## config.mk

```make
export PLATFORM = sky130hd
export DESIGN_NAME = pdmsg_window
export DESIGN_NICKNAME = d
export VERILOG_FILES = /design/src/rtl/pdw_pkg.sv /design/src/rtl/pdw_rx_buf.sv /design/src/rtl/pdw_tx_buf.sv /design/src/rtl/pdmsg_window.sv
export SDC_FILE = /design/constraint.sdc
export NUM_CORES = 2
export LEC_CHECK = 0
export BUFFER_PORTS_ARGS = -buffer_cell sky130_fd_sc_hd__buf_2
export CAP_MARGIN = 20
export CORE_MARGIN = 2
export CORE_UTILIZATION = 40
export DETAILED_ROUTE_END_ITERATION = 12
export PLACE_DENSITY = 0.54
export SLEW_MARGIN = 20
export SYNTH_ARGS = -nofsm -noshare
export SYNTH_HDL_FRONTEND = slang
export SYNTH_SLANG_ARGS = --single-unit
```

## constraint.sdc

```tcl
create_clock -name clk -period 6.9 [get_ports clk]
set_input_delay 1.035 -clock clk [delete_from_list [all_inputs] [get_ports clk]]
set_output_delay 1.035 -clock clk [all_outputs]
set_load 0.05 [all_outputs]
```

## src/rtl/pdw_pkg.sv

```systemverilog
package pdw_pkg;
   localparam logic [7:0] A_ALERT_LO = 8'h10;
   localparam logic [7:0] A_ALERT_HI = 8'h11;
   localparam logic [7:0] A_CMD      = 8'h23;
   localparam logic [7:0] A_DETECT   = 8'h2F;
   localparam logic [7:0] A_RXWIN    = 8'h30;
   localparam logic [7:0] A_TXCTL    = 8'h50;
   localparam logic [7:0] A_TXWIN    = 8'h51;

   localparam logic [7:0] CMD_TX_REWIND = 8'hDD;
   localparam logic [7:0] CMD_RX_REWIND = 8'hEE;

   localparam int ALERT_W    = 16;
   localparam int B_RX_DONE  = 2;
   localparam int B_TX_FAIL  = 4;
   localparam int B_TX_DROP  = 5;
   localparam int B_TX_OK    = 6;
   localparam int B_RX_OVF   = 10;
   localparam int N_MSG_TYPES = 5;

   typedef enum logic [1:0] {
      TXR_OK      = 2'd0,
      TXR_DISCARD = 2'd1,
      TXR_FAIL    = 2'd2,
      TXR_ABORT   = 2'd3
   } tx_result_e;
endpackage

```

## src/rtl/pdw_rx_buf.sv

```systemverilog
module pdw_rx_buf #(
   parameter int RX_BYTES = 264,
   parameter int RX_SPLIT = 132
) (
   input  logic       clk,
   input  logic       rst_n,
   input  logic       sof,
   input  logic [2:0] ftype,
   input  logic       vld,
   input  logic [7:0] din,
   input  logic       eof,
   input  logic [4:0] type_en,
   input  logic       held,
   input  logic       rd_adv,
   input  logic       rewind,
   output logic       done_hit,
   output logic       ovf_hit,
   output logic [7:0] rd_byte
);
   localparam int IW   = $clog2(RX_BYTES + 2);
   localparam int LW   = $clog2(RX_BYTES + 1);
   localparam int AW   = $clog2(RX_BYTES);
   localparam int LAST = RX_BYTES + 1;

   if (RX_BYTES < 2)           begin : g_chk_depth $error("RX_BYTES too small"); end
   if (RX_SPLIT + 1 > LAST)    begin : g_chk_split $error("RX_SPLIT beyond buffer"); end

   logic [7:0]    mem [RX_BYTES];
   logic [LW-1:0] wr_len, held_len;
   logic [2:0]    cap_type, held_type;
   logic          capturing;
   logic [IW-1:0] rptr;
   logic          accept;

   assign accept   = (ftype < 3'd5) && ({3'b000, type_en} >> ftype) != 8'd0
                     && type_en[ftype[2] ? 3'd4 : ftype];
   assign ovf_hit  = sof && accept && held;
   assign done_hit = eof && capturing;

   always_ff @(posedge clk or negedge rst_n) begin
      if (!rst_n) begin
         capturing <= 1'b0;
         wr_len    <= '0;
         held_len  <= '0;
         cap_type  <= '0;
         held_type <= '0;
      end else begin
         if (sof) begin
            capturing <= accept && !held;
            wr_len    <= '0;
            cap_type  <= ftype;
         end else if (vld && capturing && wr_len < LW'(RX_BYTES)) begin
            wr_len <= wr_len + 1'b1;
         end
         if (done_hit) begin
            capturing <= 1'b0;
            held_len  <= wr_len;
            held_type <= cap_type;
         end
      end
   end

   always_ff @(posedge clk) begin
      if (!sof && vld && capturing && wr_len < LW'(RX_BYTES))
         mem[wr_len[AW-1:0]] <= din;
   end

   always_ff @(posedge clk or negedge rst_n) begin
      if (!rst_n)                 rptr <= '0;
      else if (done_hit)          rptr <= '0;
      else if (rewind)            rptr <= (rptr <= IW'(RX_SPLIT)) ? IW'(1) : IW'(RX_SPLIT + 1);
      else if (rd_adv && rptr != IW'(LAST)) rptr <= rptr + 1'b1;
   end

   logic [15:0]   len_p1;
   logic [IW-1:0] didx;
   assign len_p1 = 16'(held_len) + 16'd1;
   assign didx   = rptr - IW'(2);

   always_comb begin
      rd_byte = 8'h00;
      if (held) begin
         if (rptr == '0)
            rd_byte = (len_p1 > 16'd255) ? 8'hFF : len_p1[7:0];
         else if (rptr == IW'(1))
            rd_byte = {5'b0, held_type};
         else if (16'(didx) < 16'(held_len))
            rd_byte = mem[didx[AW-1:0]];
      end
   end

   a_r3_ptr_bound: assert property (@(posedge clk) disable iff (!rst_n)
      rptr <= IW'(LAST));
   a_r7_rewind_lands: assert property (@(posedge clk) disable iff (!rst_n)
      (rewind && !done_hit) |=> (rptr == IW'(1) || rptr == IW'(RX_SPLIT + 1)));
   a_r5_full_no_capture: assert property (@(posedge clk) disable iff (!rst_n)
      (sof && held) |=> !capturing);
endmodule

```

## src/rtl/pdw_tx_buf.sv

```systemverilog
module pdw_tx_buf #(
   parameter int TX_BYTES = 132,
   parameter int IW       = $clog2(TX_BYTES + 2)
) (
   input  logic          clk,
   input  logic          rst_n,
   input  logic          wr,
   input  logic [7:0]    wdata,
   input  logic          rewind,
   input  logic          restart,
   input  logic [IW-1:0] rd_idx,
   output logic [7:0]    rd_byte
);
   localparam int LAST_W = TX_BYTES + 1;
   localparam int AW     = $clog2(TX_BYTES + 1);

   if (TX_BYTES < 1)            begin : g_chk_depth $error("TX_BYTES too small"); end
   if (IW < $clog2(TX_BYTES + 2)) begin : g_chk_iw  $error("index width too narrow"); end

   logic [7:0]    mem [TX_BYTES + 1];
   logic [IW-1:0] ptr;

   always_ff @(posedge clk or negedge rst_n) begin
      if (!rst_n)                               ptr <= '0;
      else if (restart)                         ptr <= '0;
      else if (rewind)                          ptr <= IW'(1);
      else if (wr && ptr != IW'(LAST_W))        ptr <= ptr + 1'b1;
   end

   always_ff @(posedge clk) begin
      if (!restart && !rewind && wr && ptr != IW'(LAST_W))
         mem[ptr[AW-1:0]] <= wdata;
   end

   assign rd_byte = (rd_idx <= IW'(TX_BYTES)) ? mem[rd_idx[AW-1:0]] : 8'h00;

   a_r8_ptr_bound: assert property (@(posedge clk) disable iff (!rst_n)
      ptr <= IW'(LAST_W));
   a_r9_rewind_one: assert property (@(posedge clk) disable iff (!rst_n)
      (rewind && !restart) |=> ptr == IW'(1));
   a_r10_restart_zero: assert property (@(posedge clk) disable iff (!rst_n)
      restart |=> ptr == '0);
endmodule

```

## src/rtl/pdmsg_window.sv

```systemverilog
module pdmsg_window
   import pdw_pkg::*;
#(
   parameter int RX_BYTES = 264,
   parameter int RX_SPLIT = 132,
   parameter int TX_BYTES = 132,
   localparam int TXI_W   = $clog2(TX_BYTES + 2)
) (
   input  logic             clk,
   input  logic             rst_n,
   input  logic             bus_wr,
   input  logic             bus_rd,
   input  logic [7:0]       bus_addr,
   input  logic [7:0]       bus_wdata,
   output logic [7:0]       bus_rdata,
   input  logic             rx_sof,
   input  logic [2:0]       rx_type,
   input  logic             rx_vld,
   input  logic [7:0]       rx_byte,
   input  logic             rx_eof,
   output logic             tx_go,
   output logic [2:0]       tx_kind,
   output logic [3:0]       tx_retries,
   output logic             tx_busy,
   input  logic [TXI_W-1:0] tx_rd_idx,
   output logic [7:0]       tx_rd_byte,
   input  logic             tx_done,
   input  logic [1:0]       tx_result,
   output logic             irq
);
   logic [ALERT_W-1:0] alert_q, set_v, clr_v;
   logic [4:0]         detect_q;
   logic               cmd_wr, rx_rewind, tx_rewind, launch, done_acc;
   logic               rx_done_hit, rx_ovf_hit;
   logic [7:0]         rx_rd;

   assign cmd_wr    = bus_wr && bus_addr == A_CMD;
   assign rx_rewind = cmd_wr && bus_wdata == CMD_RX_REWIND;
   assign tx_rewind = cmd_wr && bus_wdata == CMD_TX_REWIND;
   assign launch    = bus_wr && bus_addr == A_TXCTL && !tx_busy;
   assign done_acc  = tx_done && tx_busy;

   pdw_rx_buf #(.RX_BYTES(RX_BYTES), .RX_SPLIT(RX_SPLIT)) u_rx (
      .clk(clk), .rst_n(rst_n),
      .sof(rx_sof), .ftype(rx_type), .vld(rx_vld), .din(rx_byte), .eof(rx_eof),
      .type_en(detect_q), .held(alert_q[B_RX_DONE]),
      .rd_adv(bus_rd && bus_addr == A_RXWIN), .rewind(rx_rewind),
      .done_hit(rx_done_hit), .ovf_hit(rx_ovf_hit), .rd_byte(rx_rd)
   );

   pdw_tx_buf #(.TX_BYTES(TX_BYTES), .IW(TXI_W)) u_tx (
      .clk(clk), .rst_n(rst_n),
      .wr(bus_wr && bus_addr == A_TXWIN), .wdata(bus_wdata),
      .rewind(tx_rewind), .restart(launch),
      .rd_idx(tx_rd_idx), .rd_byte(tx_rd_byte)
   );

   always_comb begin
      set_v = '0;
      set_v[B_RX_DONE] = rx_done_hit;
      set_v[B_RX_OVF]  = rx_ovf_hit;
      if (done_acc) begin
         case (tx_result_e'(tx_result))
            TXR_OK:      set_v[B_TX_OK]   = 1'b1;
            TXR_DISCARD: set_v[B_TX_DROP] = 1'b1;
            default:     set_v[B_TX_FAIL] = 1'b1;
         endcase
      end
      clr_v = '0;
      if (bus_wr && bus_addr == A_ALERT_LO) clr_v[7:0]  = bus_wdata;
      if (bus_wr && bus_addr == A_ALERT_HI) clr_v[15:8] = bus_wdata;
   end

   for (genvar b = 0; b < ALERT_W; b++) begin : g_alert
      always_ff @(posedge clk or negedge rst_n) begin
         if (!rst_n) alert_q[b] <= 1'b0;
         else        alert_q[b] <= set_v[b] | (alert_q[b] & ~clr_v[b]);
      end
   end

   always_ff @(posedge clk or negedge rst_n) begin
      if (!rst_n) begin
         detect_q   <= '0;
         tx_go      <= 1'b0;
         tx_kind    <= '0;
         tx_retries <= '0;
         tx_busy    <= 1'b0;
      end else begin
         if (bus_wr && bus_addr == A_DETECT) detect_q <= bus_wdata[4:0];
         tx_go <= launch;
         if (launch) begin
            tx_kind    <= bus_wdata[2:0];
            tx_retries <= bus_wdata[7:4];
            tx_busy    <= 1'b1;
         end else if (done_acc) begin
            tx_busy <= 1'b0;
         end
      end
   end

   always_comb begin
      case (bus_addr)
         A_ALERT_LO: bus_rdata = alert_q[7:0];
         A_ALERT_HI: bus_rdata = alert_q[15:8];
         A_DETECT:   bus_rdata = {3'b000, detect_q};
         A_RXWIN:    bus_rdata = rx_rd;
         default:    bus_rdata = 8'h00;
      endcase
   end

   assign irq = |alert_q;

   a_r5_overflow_flag: assert property (@(posedge clk) disable iff (!rst_n)
      rx_ovf_hit |=> alert_q[B_RX_OVF]);
   a_r5_stored_flag: assert property (@(posedge clk) disable iff (!rst_n)
      rx_done_hit |=> alert_q[B_RX_DONE]);
   a_r10_go_busy: assert property (@(posedge clk) disable iff (!rst_n)
      tx_go |-> tx_busy);
   a_r10_busy_ignores: assert property (@(posedge clk) disable iff (!rst_n)
      (tx_busy && bus_wr && bus_addr == A_TXCTL) |=> ($stable(tx_kind) && !tx_go));
   a_r11_ok_flag: assert property (@(posedge clk) disable iff (!rst_n)
      (tx_done && tx_busy && tx_result == 2'd0) |=> (alert_q[B_TX_OK] && !tx_busy));
endmodule

```

==> impl_metrics.toml <==
[status]
outcome = "finished clean"

[detailed_routing]
first_pass_iters = 8
viasPerCell = 5.834
vias = 63740
drt_wl_total_mm = 348.5
drc_errors = 0
drt_iter0_markers = 7126
final_antenna_net_count = 0
wl_per_cell_um = 31.90

[floorplanning]
core.rowCount = 207
core_um2 = 317800
initial_core_util = 0.4016
dieArea_um2 = 323600
die_w_um = 568.8
fp.dieH_um = 568.8
pin_count = 71

[hold_path]
hold_depth = 2
hold_class = "primary input to flip-flop"
hp-start = "tx_result[0]"
hold_end = "alert_q[6]"

[critical_path]
cp-start-kind = "flip-flop"
cp.arrival_ns = 5.82
path_class = "flip-flop to output pin"
crit_fanout = 24
cp.required_ns = 5.86
worstReg2RegEnd = "u_rx.mem[201][2]"
r2r_setup_slack_ns = 2.01
rr_worst_depth = 9
rr_startpoint = "u_rx.wr_len[6]"
endpoint_kind = "output pin"

[clock_network]
htreeDepth = 5
root_buffer = "clkbuf_16"
clock_latency_ns = 0.95
clk_transition_reported_paths_ns = 0.06
ctsLongestPathBuffers = 4
numCtsBuffers = 346
cts_sinks = 3248
tritoncts = "yes"

[place]
placed_area_um2 = 133600
io_buffer_count = 70
dpl.hpwl_mm = 216.1
routabilityCongestion = 0.8885

[cells_and_area]
syn_to_final_growth_pct = 13.44
fin_nets = 6525
fin_area_um2 = 144800
fin_util = 0.4556
drive_above_1_share = 0.2375

[timing]
setup_violations = 0
fmaxAchievable_ghz = 0.1458
fin_crit_sh = 0.9938
slew_violations = 0
hold-worst-slack_ns = 0.4334
period_needed_ns = 6.857
fin_skew_ns = 0.08485
tightest_slew_ns = 1.269
fin_setup_tns_ns = 0
final_hold_viol_count = 0
slew_headroom = 0.1539
grt_setup_unrepaired = "no"

[synth]
yosys-top-cells-area = "edfxtp_1, mux4_2, mux2i_1"
yosysMostFrequentCell = "edfxtp_1"
synth.distinct_cells = 77
synth_ff_type = "edfxtp_1"
syn_nets = 6273
synth_top_area_cell = "edfxtp_1"
synth_top_area_frac = 0.7473
syn_avg_cell_area_um2 = 20.56
yosysSeqAreaShare = 0.7614
ys_ff_latch = 3248
ys_warn_count = 0
async_reset_ff_frac = 0.02217
synth_common_cells = "edfxtp_1, mux4_2, nor2_1"
syn_inst = 6206
netlist_area_um2 = 127600
synth_edf_count = 3176

[global_route]
grt_pass1_wl_mm = 492.8
grt_max_degree = 193
antenna_found_initial = 12
overflow = 0
grt_util_all_layers = 0.2126
grt_pass1_vias = 64320

[flow_run]
max-cap-violations = 0

[power]
peakVddDrop_v = 0.0002011
power_density_nw_per_um2 = 302.9
p_leak_nw = 44.00
## repair_timing
item                                   in CTS  in global routing
setup buffers                               1                  3
hold buffers                                1                  0
setup endpoints to repair                   4                  2
resized for setup                           2                  1
endpoints found under the hold margin      18                  0
## through the flow
| stage | setup slack, ns | power [W] | instances |
|---|---|---|---|
| after global routing | 0.001162 | 0.04508 | 10920 |
| after CTS | 0.02433 | 0.04415 | 10920 |
| after detailed placement | 0.9760 | 0.02602 | 10280 |
| after floorplan | 1.019 | 0.02415 | 6206 |
| after global placement | 0.9911 | 0.02600 | 10280 |
| final | 0.04302 | 0.04386 | 10930 |
## cell usage in the layout (no fill, tap or decap), types with 25 or more instances in the layout
master	synthesis	routed
buf_4	43	160
a21oi_1	59	59
clkbuf_1	174	85
nand2_1	288	280
a22oi_1	25	25
mux4_2	795	795
bufinv_16	0	28
nand4_1	26	26
dfrtp_1	72	70
a221oi_1	73	73
nor3_1	42	39
mux2i_1	222	222
nor2_1	470	464
clkinv_2	0	49
o21ai_0	77	77
clkinv_1	0	79
mux2_2	36	36
nand3_1	128	127
clkbuf_16	0	350
buf_12	0	42
buf_2	80	41
edfxtp_1	3176	3176
## worst max-delay path by stage
stage                 start           end  slack [ns]  cells after the start
2_1_floorplan  u_rx.rptr[1]  bus_rdata[5]        1.02                     19
3_3_place_gp   u_rx.rptr[2]  bus_rdata[1]        0.99                     10
4_1_cts        u_rx.rptr[2]  bus_rdata[6]        0.02                     11
5_1_grt        u_rx.rptr[2]  bus_rdata[6]       0.001                     11
3_5_place_dp   u_rx.rptr[2]  bus_rdata[1]        0.98                     10
6_report       u_rx.rptr[2]  bus_rdata[0]        0.04                     12
## per-layer routing
metal	vias to the layer above	track usage	part of all wire
met4	0	0.06837	0.035
met2	2459	0.3439	0.48
met5	-	0	0
li1	26260	-	-
met1	34450	0.2973	0.42
met3	564	0.03156	0.066
## worst max-delay path, stage by stage, from the launching register on
cell	delay [ns]
dfrtp_1	0.63
inv_1	0.20
ha_4	0.59
and2_2	0.74
buf_4	0.29
a221oi_1	0.11
a22oi_1	0.20
nand2_1	0.38
a32oi_1	0.53
nand2_1	0.30
o211ai_1	0.25
o211ai_1	0.30
buf_12	0.29
## final cells by class
class                   count  area, um^2
fillers                 26750      173000
flip-flops and latches   3248       97180
multi-input cells        2579       28740
clock buffers             443        9188
well taps                4180        5230
repair buffers            257        2474
clock inverters           188        1842
inverters                  26       106.4
diodes                      4       10.01
## kinds of logic (layout without fill, tap and decap cells)
logic type               Yosys count  in the layout  share of synthesized area
adder cells (fa/ha/maj)           22             22                   0.002157
other                              0              4                          0
XOR/XNOR                          29             29                   0.001990
multiplexers                    1053           1053                     0.1609
buffers and inverters            379            914                    0.01449
AO/OA/AOI/OAI                    416            416                    0.02321
flip-flops                      3248           3248                     0.7614
AND/OR/NAND/NOR                 1059           1059                    0.03585
## sequential cells by signal, indices dropped and copies added (netlist names)
| name | cells |
|---|---|
| alert_q | 16 |
| detect_q | 5 |
| tx_busy | 1 |
| tx_go | 1 |
| tx_kind | 3 |
| tx_retries | 4 |
| u_rx.cap_type | 3 |
| u_rx.capturing | 1 |
| u_rx.held_len | 9 |
| u_rx.held_type | 3 |
| u_rx.mem | 2112 |
| u_rx.rptr | 9 |
| u_rx.wr_len | 9 |
| u_tx.mem | 1064 |
| u_tx.ptr | 8 |
## report_power, final
group	internal (W)	switching, W
clock network	0.0105	0.00772
registers	0.0217	0.0000343
logic	0.00126	0.00268
total	0.0334	0.0104
Note: power is estimated with default switching activity, not from simulation.
